==> config.mk <==
export PLATFORM = sky130hd
export DESIGN_NAME = stride_addr_gen
export DESIGN_NICKNAME = d
export VERILOG_FILES = /design/src/rtl/agen_pkg.sv /design/src/rtl/agen_page.sv /design/src/rtl/agen_count.sv /design/src/rtl/agen_addr.sv /design/src/rtl/stride_addr_gen.sv
export SDC_FILE = /design/constraint.sdc
export NUM_CORES = 1
export LEC_CHECK = 0
export CAP_MARGIN = 20
export CORE_ASPECT_RATIO = 0.5
export CORE_MARGIN = 2
export CORE_UTILIZATION = 50
export DETAILED_ROUTE_END_ITERATION = 12
export PLACE_DENSITY = 0.81
export SLEW_MARGIN = 20
export SYNTH_ARGS = -nofsm -noshare
export SYNTH_HDL_FRONTEND = slang
export SYNTH_SLANG_ARGS = --single-unit
==> constraint.sdc <==
create_clock -name clk -period 2.6 [get_ports clk]
set_clock_uncertainty 0.05 [all_clocks]
set_input_delay 0.78 -clock clk [delete_from_list [all_inputs] [get_ports clk]]
set_output_delay 0.78 -clock clk [all_outputs]
set_load 0.005 [all_outputs]
==> src/rtl/agen_pkg.sv <==
package agen_pkg;
   typedef enum logic {
      WALK_LINEAR = 1'b0,
      WALK_PAGED  = 1'b1
   } walk_e;
endpackage

==> src/rtl/agen_page.sv <==
// Position within the current page; flags the last element of a page.
module agen_page #(
   parameter int PAGE_W = 8
) (
   input  logic              clk,
   input  logic              rst_n,
   input  logic              clr,
   input  logic              adv,
   input  logic [PAGE_W-1:0] plen,
   output logic              last
);
   logic [PAGE_W-1:0] pos_q;
   logic [PAGE_W:0]   pos_inc;

   assign pos_inc = {1'b0, pos_q} + 1'b1;
   // A length of 0 compares like 1: every element closes its page.
   assign last    = pos_inc >= {1'b0, plen};

   always_ff @(posedge clk or negedge rst_n) begin
      if (!rst_n)       pos_q <= '0;
      else if (clr)     pos_q <= '0;
      else if (adv)     pos_q <= last ? '0 : pos_inc[PAGE_W-1:0];
   end
endmodule

==> src/rtl/agen_count.sv <==
// Element index and the final-element flag.
module agen_count #(
   parameter int CNT_W = 10
) (
   input  logic             clk,
   input  logic             rst_n,
   input  logic             clr,
   input  logic             adv,
   input  logic [CNT_W-1:0] tot_at_clr,
   input  logic [CNT_W-1:0] tot_q,
   output logic             done
);
   logic [CNT_W-1:0] idx_q;
   logic [CNT_W-1:0] idx_nxt;
   logic [CNT_W-1:0] last_idx;

   assign idx_nxt  = idx_q + 1'b1;
   assign last_idx = (tot_q == '0) ? '0 : tot_q - 1'b1;

   always_ff @(posedge clk or negedge rst_n) begin
      if (!rst_n) begin
         idx_q <= '0;
         done  <= 1'b1;
      end else if (clr) begin
         idx_q <= '0;
         done  <= (tot_at_clr <= CNT_W'(1));
      end else if (adv) begin
         idx_q <= idx_nxt;
         done  <= (idx_nxt == last_idx);
      end
   end
endmodule

==> src/rtl/agen_addr.sv <==
// Address datapath: linear stride or page-relative stride plus page jump.
module agen_addr
   import agen_pkg::*;
#(
   parameter int ADDR_W = 12
) (
   input  logic              clk,
   input  logic              rst_n,
   input  logic              clr,
   input  logic [ADDR_W-1:0] base,
   input  logic              adv,
   input  walk_e             walk,
   input  logic              page_last,
   input  logic [ADDR_W-1:0] elem_disp,
   input  logic [ADDR_W-1:0] page_disp,
   output logic [ADDR_W-1:0] addr
);
   logic [ADDR_W-1:0] page_start_q;
   logic [ADDR_W-1:0] next_page;
   logic              jump;

   assign next_page = page_start_q + page_disp;
   assign jump      = (walk == WALK_PAGED) && page_last;

   always_ff @(posedge clk or negedge rst_n) begin
      if (!rst_n) begin
         addr         <= '0;
         page_start_q <= '0;
      end else if (clr) begin
         addr         <= base;
         page_start_q <= base;
      end else if (adv) begin
         if (jump) begin
            addr         <= next_page;
            page_start_q <= next_page;
         end else begin
            addr         <= addr + elem_disp;
         end
      end
   end
endmodule

==> src/rtl/stride_addr_gen.sv <==
module stride_addr_gen
   import agen_pkg::*;
#(
   parameter int ADDR_W = 12,
   parameter int PAGE_W = 8,
   parameter int CNT_W  = 10
) (
   input  logic              clk,
   input  logic              rst_n,
   input  logic              start,
   input  logic              step,
   input  logic              mode_paged,
   input  logic [ADDR_W-1:0] base_addr,
   input  logic [ADDR_W-1:0] elem_disp,
   input  logic [ADDR_W-1:0] page_disp,
   input  logic [PAGE_W-1:0] page_len,
   input  logic [CNT_W-1:0]  total_len,
   output logic [ADDR_W-1:0] addr,
   output logic              done
);
   generate
      if (ADDR_W < 2 || ADDR_W > 32) begin : g_bad_addr
         initial $error("ADDR_W out of range");
      end
      if (PAGE_W < 1) begin : g_bad_page
         initial $error("PAGE_W must be positive");
      end
      if (CNT_W < 1) begin : g_bad_cnt
         initial $error("CNT_W must be positive");
      end
   endgenerate

   walk_e             cfg_walk;
   logic [ADDR_W-1:0] cfg_elem;
   logic [ADDR_W-1:0] cfg_page;
   logic [PAGE_W-1:0] cfg_plen;
   logic [CNT_W-1:0]  cfg_tot;
   logic              adv;
   logic              page_last;

   assign adv = step && !done && !start;

   always_ff @(posedge clk or negedge rst_n) begin
      if (!rst_n) begin
         cfg_walk <= WALK_LINEAR;
         cfg_elem <= '0;
         cfg_page <= '0;
         cfg_plen <= '0;
         cfg_tot  <= '0;
      end else if (start) begin
         cfg_walk <= walk_e'(mode_paged);
         cfg_elem <= elem_disp;
         cfg_page <= page_disp;
         cfg_plen <= page_len;
         cfg_tot  <= total_len;
      end
   end

   agen_page #(.PAGE_W(PAGE_W)) u_page (
      .clk(clk), .rst_n(rst_n), .clr(start), .adv(adv),
      .plen(cfg_plen), .last(page_last)
   );

   agen_count #(.CNT_W(CNT_W)) u_count (
      .clk(clk), .rst_n(rst_n), .clr(start), .adv(adv),
      .tot_at_clr(total_len), .tot_q(cfg_tot), .done(done)
   );

   agen_addr #(.ADDR_W(ADDR_W)) u_addr (
      .clk(clk), .rst_n(rst_n), .clr(start), .base(base_addr), .adv(adv),
      .walk(cfg_walk), .page_last(page_last), .elem_disp(cfg_elem),
      .page_disp(cfg_page), .addr(addr)
   );
endmodule

==> Word-level counts from Yosys, hierarchy flattened <==
Index checks and enable logic that the tools add are counted.
{ "totals": {"ff_bits": 86, "inputBits": 59, "out_inout_bits": 13, "word_cells": 41} }
{ "op_classes": {"addsub": 5, "magnitude_cmp": 2, "n_eq_ne": 1, "n_mux": 14, "n_reduce_logical": 9} }
{ "op_table": {"columns": ["cell", "count"], "rows": [
  ["12-bit two-way mux", 6],
  ["10-bit two-way mux", 3],
  ["12-bit adder", 2],
  ["8-bit two-way mux", 3],
  ["10-bit by 1-bit adder with 10-bit output, second input constant", 1],
  ["10-bit == test", 1],
  ["10-bit by 1-bit less-or-equal comparator with 1-bit output, second input constant", 1],
  ["10-bit zero test", 1],
  ["10-bit by 1-bit subtractor with 10-bit output, second input constant", 1],
  ["8-bit by 1-bit adder with 9-bit output, second input constant", 1],
  ["9-bit by 8-bit >= comparator with 1-bit output", 1],
  ["2-bit nonzero test", 2],
  ["1-bit logical AND", 3],
  ["1-bit zero test", 2],
  ["1-bit two-way mux", 2],
  ["2-bit AND reduction", 1]
]} }

==> Depth between registers and ports, before layout <==
{ "logic_depth": {"depth_word": 6, "depth_mapped": 15, "depth_no_buf": 13} }

==> Cells and area by module <==
From an unflattened synthesis, not the netlist that was laid out.
{ "unflattened": {"cells_unflattened": 557, "area_unflattened_um2": 5721.7} }
{ "modules_own_cells": {"columns": ["module", "instances", "cells_each", "area_each_um2", "seq_area_each_um2"], "rows": [
  ["agen_addr", 1, 242, 2069.5, 600.6],
  ["stride_addr_gen", 1, 92, 1805.5, 1076.0],
  ["agen_count", 1, 134, 1091.0, 276.5],
  ["agen_page", 1, 89, 755.7, 200.2]
]} }

==> Least setup slack after synthesis <==
No wires, ideal clock.
{ "synth_timing": {"path_kind": "register to register", "start": "register u_page.pos_q[0]", "end": "register u_addr.page_start_q[7]", "setup_time_ps": 135, "t_arrival_ps": 2659, "required_time_ps": 2415, "slack_ps": -243, "path_stages_with_launch": 13, "n_path_buf": 1, "synth_period_minus_slack_ps": 2843, "path_cell_list": "dfrtp_1 -> ha_1 -> nand3_1 -> nor2_1 -> xor2_1 -> ha_1 -> nor2b_1 -> a41oi_1 -> o211ai_1 -> nand3_1 -> buf_1 -> mux2i_1 -> o21ai_0"} }
{ "synth_between": {"elab_chain_cells": 5} }
{ "synth_rtl": {"columns": ["item", "line", "source"], "rows": [
  ["start: declaration", "agen_page.sv:12", "logic [PAGE_W-1:0] pos_q;"],
  ["start signal: assignment", "agen_page.sv:22", "else if (adv) pos_q <= last ? '0 : pos_inc[PAGE_W-1:0];"],
  ["8-bit by 1-bit adder with 9-bit output", "agen_page.sv:15", "assign pos_inc = {1'b0, pos_q} + 1'b1;"],
  ["9-bit by 8-bit >= comparator with 1-bit output", "agen_page.sv:17", "assign last = pos_inc >= {1'b0, plen};"],
  ["1-bit logical AND", "agen_addr.sv:23", "assign jump = (walk == WALK_PAGED) && page_last;"],
  ["2-bit nonzero test (no source line)", null, null],
  ["2-bit AND reduction (no source line)", null, null],
  ["end signal: assignment", "agen_addr.sv:31", "page_start_q <= base;"],
  ["end signal: assignment", "agen_addr.sv:35", "page_start_q <= next_page;"],
  ["end: declaration", "agen_addr.sv:18", "logic [ADDR_W-1:0] page_start_q;"]
]} }
Every way passes these cells.
A chain may end at the register's enable or synchronous reset.

==> Final worst setup path <==
{ "layout_timing": {"start": "register u_page.pos_q[1]", "end": "register u_page.pos_q[6]"} }
{ "layout_between": {"elab_chain_cells": 5} }
{ "layout_rtl": {"columns": ["item", "line", "source"], "rows": [
  ["8-bit by 1-bit adder with 9-bit output (*)", "agen_page.sv:15", null],
  ["9-bit by 8-bit >= comparator with 1-bit output", "agen_page.sv:17", null],
  ["8-bit two-way mux (*) (2 in series)", "agen_page.sv:22", null],
  ["8-bit two-way mux (*)", "agen_page.sv:21", "else if (clr) pos_q <= '0;"]
]} }
Every way passes the cells marked *; elsewhere a longest branch is shown, timed or not. The select of a mux whose other input is x is not followed.

==> impl_metrics.json <==
{
  "run_status": "complete, but fails checks",
  "violations_in_the_final_reports": "setup timing",
  "die_width_microns": 150,
  "io_pins": 72,
  "syn_nets": 655,
  "antenna_violating_nets_post_route": 0,
  "global_route.usage.met1": 0.313,
  "postSynthCellCount": 561,
  "core_area_sq_um": 10300,
  "number_of_enable_flip_flop_cells_after_synthesis": 0,
  "initial_utilization": 0.519,
  "worst_path_max_delay_cell": "dfrtp_1",
  "ys_dominant_reg_cell": "dfrtp_1",
  "total_number_of_vias": 4498,
  "netlist_top_cells_count": "dfrtp_1 (85), nand2_1 (56), nor2_1 (46), o21ai_0 (40), ha_1 (33)",
  "timing.hold.worst.class": "in -> async",
  "worst_slack_ns": -0.143,
  "fmax_ghz": 0.365,
  "placement_rows": 26,
  "hold_slack_ns": 0.360,
  "peak_fanout_along_the_critical_path": 4,
  "yosysWarnings": 0,
  "num-nets-final": 756,
  "syn-mean-instance-area_sq_um": 9.55,
  "grt_busiest_layer": "met2",
  "gp_routability_congestion": 0.846,
  "synth_async_sr_flop_share": 1.00,
  "hpwlAfterDp_microns": 8990,
  "worstPathArrival_ns": 2.97,
  "utilization": 0.681,
  "max-cap-violations": 0,
  "netlist.top_cell.by_area": "dfrtp_1",
  "die-area_sq_um": 11600,
  "period_share": 1.06,
  "critical_path.cell_chain": "and3_4 > nand3_2 > xnor2_1 > ha_1 > a21oi_2 > nor2b_1 > a41oi_2 > o21ai_1 > o21ai_1 > nor4b_4 > buf_2 > buf_4 > a22o_1",
  "cts_tree": "yes",
  "number_of_setup_violations_in_the_final_report": 32,
  "timing.final.hold_violations": 0,
  "cell_types_with_the_largest_area_share_after_synthesis": "dfrtp_1 (40%), ha_1 (7.7%), mux2_2 (6.7%), xnor2_1 (4.6%), nand2_1 (3.9%)",
  "wire_length_of_the_first_global_routing_pass_microns": 21900,
  "drt_pre_antenna_iters": 4,
  "htreeDepth": 3,
  "cp_data_required_time_ns": 2.83,
  "max-vdd-ir-drop_mv": 0.323,
  "yosysTopAreaCellShare": 0.397,
  "clock_tree.buffer_depth": 2,
  "detail_route.drc_violations": 0,
  "crit_type": "reg -> reg",
  "die_y_microns": 77.2,
  "grt_util_met3": 0.0524,
  "cellLeakagePower_uw": 0.00310,
  "timing.critical_path.mode_cell": "o21ai_1",
  "clk-insertion-delay-late_ns": 0.34,
  "cts.sinks": 86,
  "portBuffers": 71,
  "diodes": 0,
  "cts-buffers-inserted": 9,
  "worst_pin_slew_ns": 0.647,
  "pin_count_of_the_biggest_net_entering_global_routing": 42,
  "synth_seq_cells": 86,
  "timing.slew.headroom": 0.567,
  "final_layout_size_suffix_gt1_frac": 0.199,
  "area_growth_from_synthesis_to_layout_pct": 31.2,
  "netlist-cell-type-count": 53,
  "detail_route.wirelength_microns": 13100,
  "average_detailed_routed_wire_length_per_instance_microns": 16.3,
  "first_global_vias": 4541,
  "clkTransAtPathRegs_ns": 0.06,
  "grt.met2_usage": 0.381,
  "global_route.usage.total": 0.236,
  "cp-start-kind": "flop",
  "critical_path.max_stage_delay_ns": 0.42,
  "synth_most_common_cell": "dfrtp_1",
  "yosysSeqAreaShare": 0.402,
  "number_of_antenna_violations_at_the_first_check_in_global_routing": 0,
  "grt.overflow.total": 0,
  "cts-root-buf": "clkbuf_16",
  "slew_violations": 0,
  "syn-cell-area_sq_um": 5360,
  "power.density_nw_per_um2": 567,
  "crit_path_capture_type": "flop",
  "via_per_inst": 5.57,
  "final.min_clock_period_ns": 2.74,
  "initialDrtViolationCount": 418,
  "rsz0062_at_grt": "true"
}
-- final cells by class --
class / instances / area, sq um
Fill cell: 784 / 3290
Multi-Input combinational cell: 428 / 3220
Sequential cell: 86 / 2160
Timing Repair Buffer: 111 / 1090
Clock buffer: 13 / 270
Tap cell: 140 / 175
Inverter: 26 / 97.6
Clock inverter: 3 / 17.5
-- flip-flops by register name (all words and copies together), names as in the netlist --
register,flops
cfg_elem,12
cfg_page,12
u_addr.addr,12
u_addr.page_start_q,12
cfg_tot,10
u_count.idx_q,10
cfg_plen,8
u_page.pos_q,8
cfg_walk,1
u_count.done,1
-- through the flow --
step	worst slack [ns]	cells	power (uW)	instance area [sq um]	TNS (ns)
3_3_place_gp	-0.0347	777	2600	6450	-0.114
6_report	-0.143	807	3980	7030	-2.93
4_1_cts	-0.0875	803	3970	6910	-1.25
5_1_grt	-0.306	807	4200	7030	-7.76
3_5_place_dp	-0.172	777	2640	6450	-2.34
2_1_floorplan	0.0139	561	2250	5390	0
-- power breakdown --
group | internal [uW] | switching (uW)
sequential | 1460 | 103
clock | 723 | 529
combinational | 587 | 584
-- cell usage in the layout, fill, tap and decap left out, drive strengths merged, types with 2 or more instances in the layout --
| master | netlist | routed |
|---|---|---|
| nor3b | 3 | 3 |
| or4 | 2 | 2 |
| o21ai | 40 | 40 |
| and3 | 4 | 4 |
| or2 | 2 | 2 |
| buf | 6 | 42 |
| o2111a | 2 | 2 |
| a311o | 3 | 3 |
| a22o | 6 | 6 |
| mux2i | 17 | 17 |
| clkinv | 0 | 2 |
| a22oi | 2 | 2 |
| o21a | 2 | 2 |
| mux2 | 32 | 32 |
| inv | 26 | 26 |
| dfrtp | 85 | 85 |
| fa | 2 | 2 |
| nor2b | 7 | 7 |
| a21boi | 3 | 3 |
| clkdlybuf4s50 | 0 | 69 |
| a21oi | 22 | 22 |
| o211ai | 4 | 4 |
| or3 | 8 | 8 |
| and2 | 3 | 3 |
| xor2 | 17 | 17 |
| nor2 | 46 | 46 |
| nor3 | 12 | 12 |
| ha | 33 | 33 |
| nand2b | 3 | 3 |
| nand3 | 18 | 18 |
| nor4 | 5 | 5 |
| a21o | 6 | 6 |
| nand2 | 56 | 56 |
| xnor2 | 28 | 28 |
| nand4 | 6 | 6 |
| a211oi | 12 | 12 |
| o31ai | 10 | 10 |
| clkbuf | 15 | 13 |
-- final timing paths --
kind,start,endpoint,slack [ns],cells past startpoint
max,u_page.pos_q[1]$_DFFE_PN0P_,u_page.pos_q[6]$_DFFE_PN0P_,-0.14,13
max reg2reg,u_page.pos_q[1]$_DFFE_PN0P_,u_page.pos_q[6]$_DFFE_PN0P_,-0.14,13
min in group clk,cfg_walk$_DFFE_PN0P_,cfg_walk$_DFFE_PN0P_,0.46,1
max in group asynchronous,rst_n,u_count.done$_DFFE_PN1P_,1.49,2
min,rst_n,u_addr.page_start_q[5]$_DFFE_PN0P_,0.36,1
min reg2reg,cfg_walk$_DFFE_PN0P_,cfg_walk$_DFFE_PN0P_,0.46,1
-- cell families (layout without fill, tap and decap cells) --
family                     after synthesis  after routing  share of synthesized area
adders and majority gates               35             35                     0.0846
muxes                                   49             49                     0.0990
AOI/OAI and AO/OA                      119            119                      0.145
and+or+nand+nor                        180            180                      0.162
buffers and inverters                   47            153                     0.0334
DFF                                     86             86                      0.402
xor gates and xnor gates                45             45                     0.0736
-- routing by layer --
metal / part of all wire / vias to the layer above / routed length (microns)
met5: 0 / - / 0
met3: 0.045 / 20 / 585
met1: 0.46 / 2160 / 6040
met2: 0.48 / 113 / 6290
met4: 0.016 / 0 / 209
li1: - / 2205 / -
-- worst max-delay path, delay by kind of cell, from the launching register on --
kind	cells	cell delay, ns
XOR/XNOR	1	0.22
AO/OA/AOI/OAI	5	0.71
flip-flops	1	0.42
adder cells (fa/ha/maj)	1	0.28
buffers and inverters	2	0.32
AND/OR/NAND/NOR	4	0.69
-- repair_timing --
| item | CTS | global route |
|---|---|---|
| hold buffers | 0 | 0 |
| resized for setup | 30 | 25 |
| gates cloned | 1 | 1 |
| endpoints found under the hold margin | 0 | 0 |
| pin swaps | 20 | 14 |
| buffers inserted | 10 | 3 |
| endpoints found under the setup margin | 32 | 33 |
No activity file was read; power rests on OpenSTA's default activity.
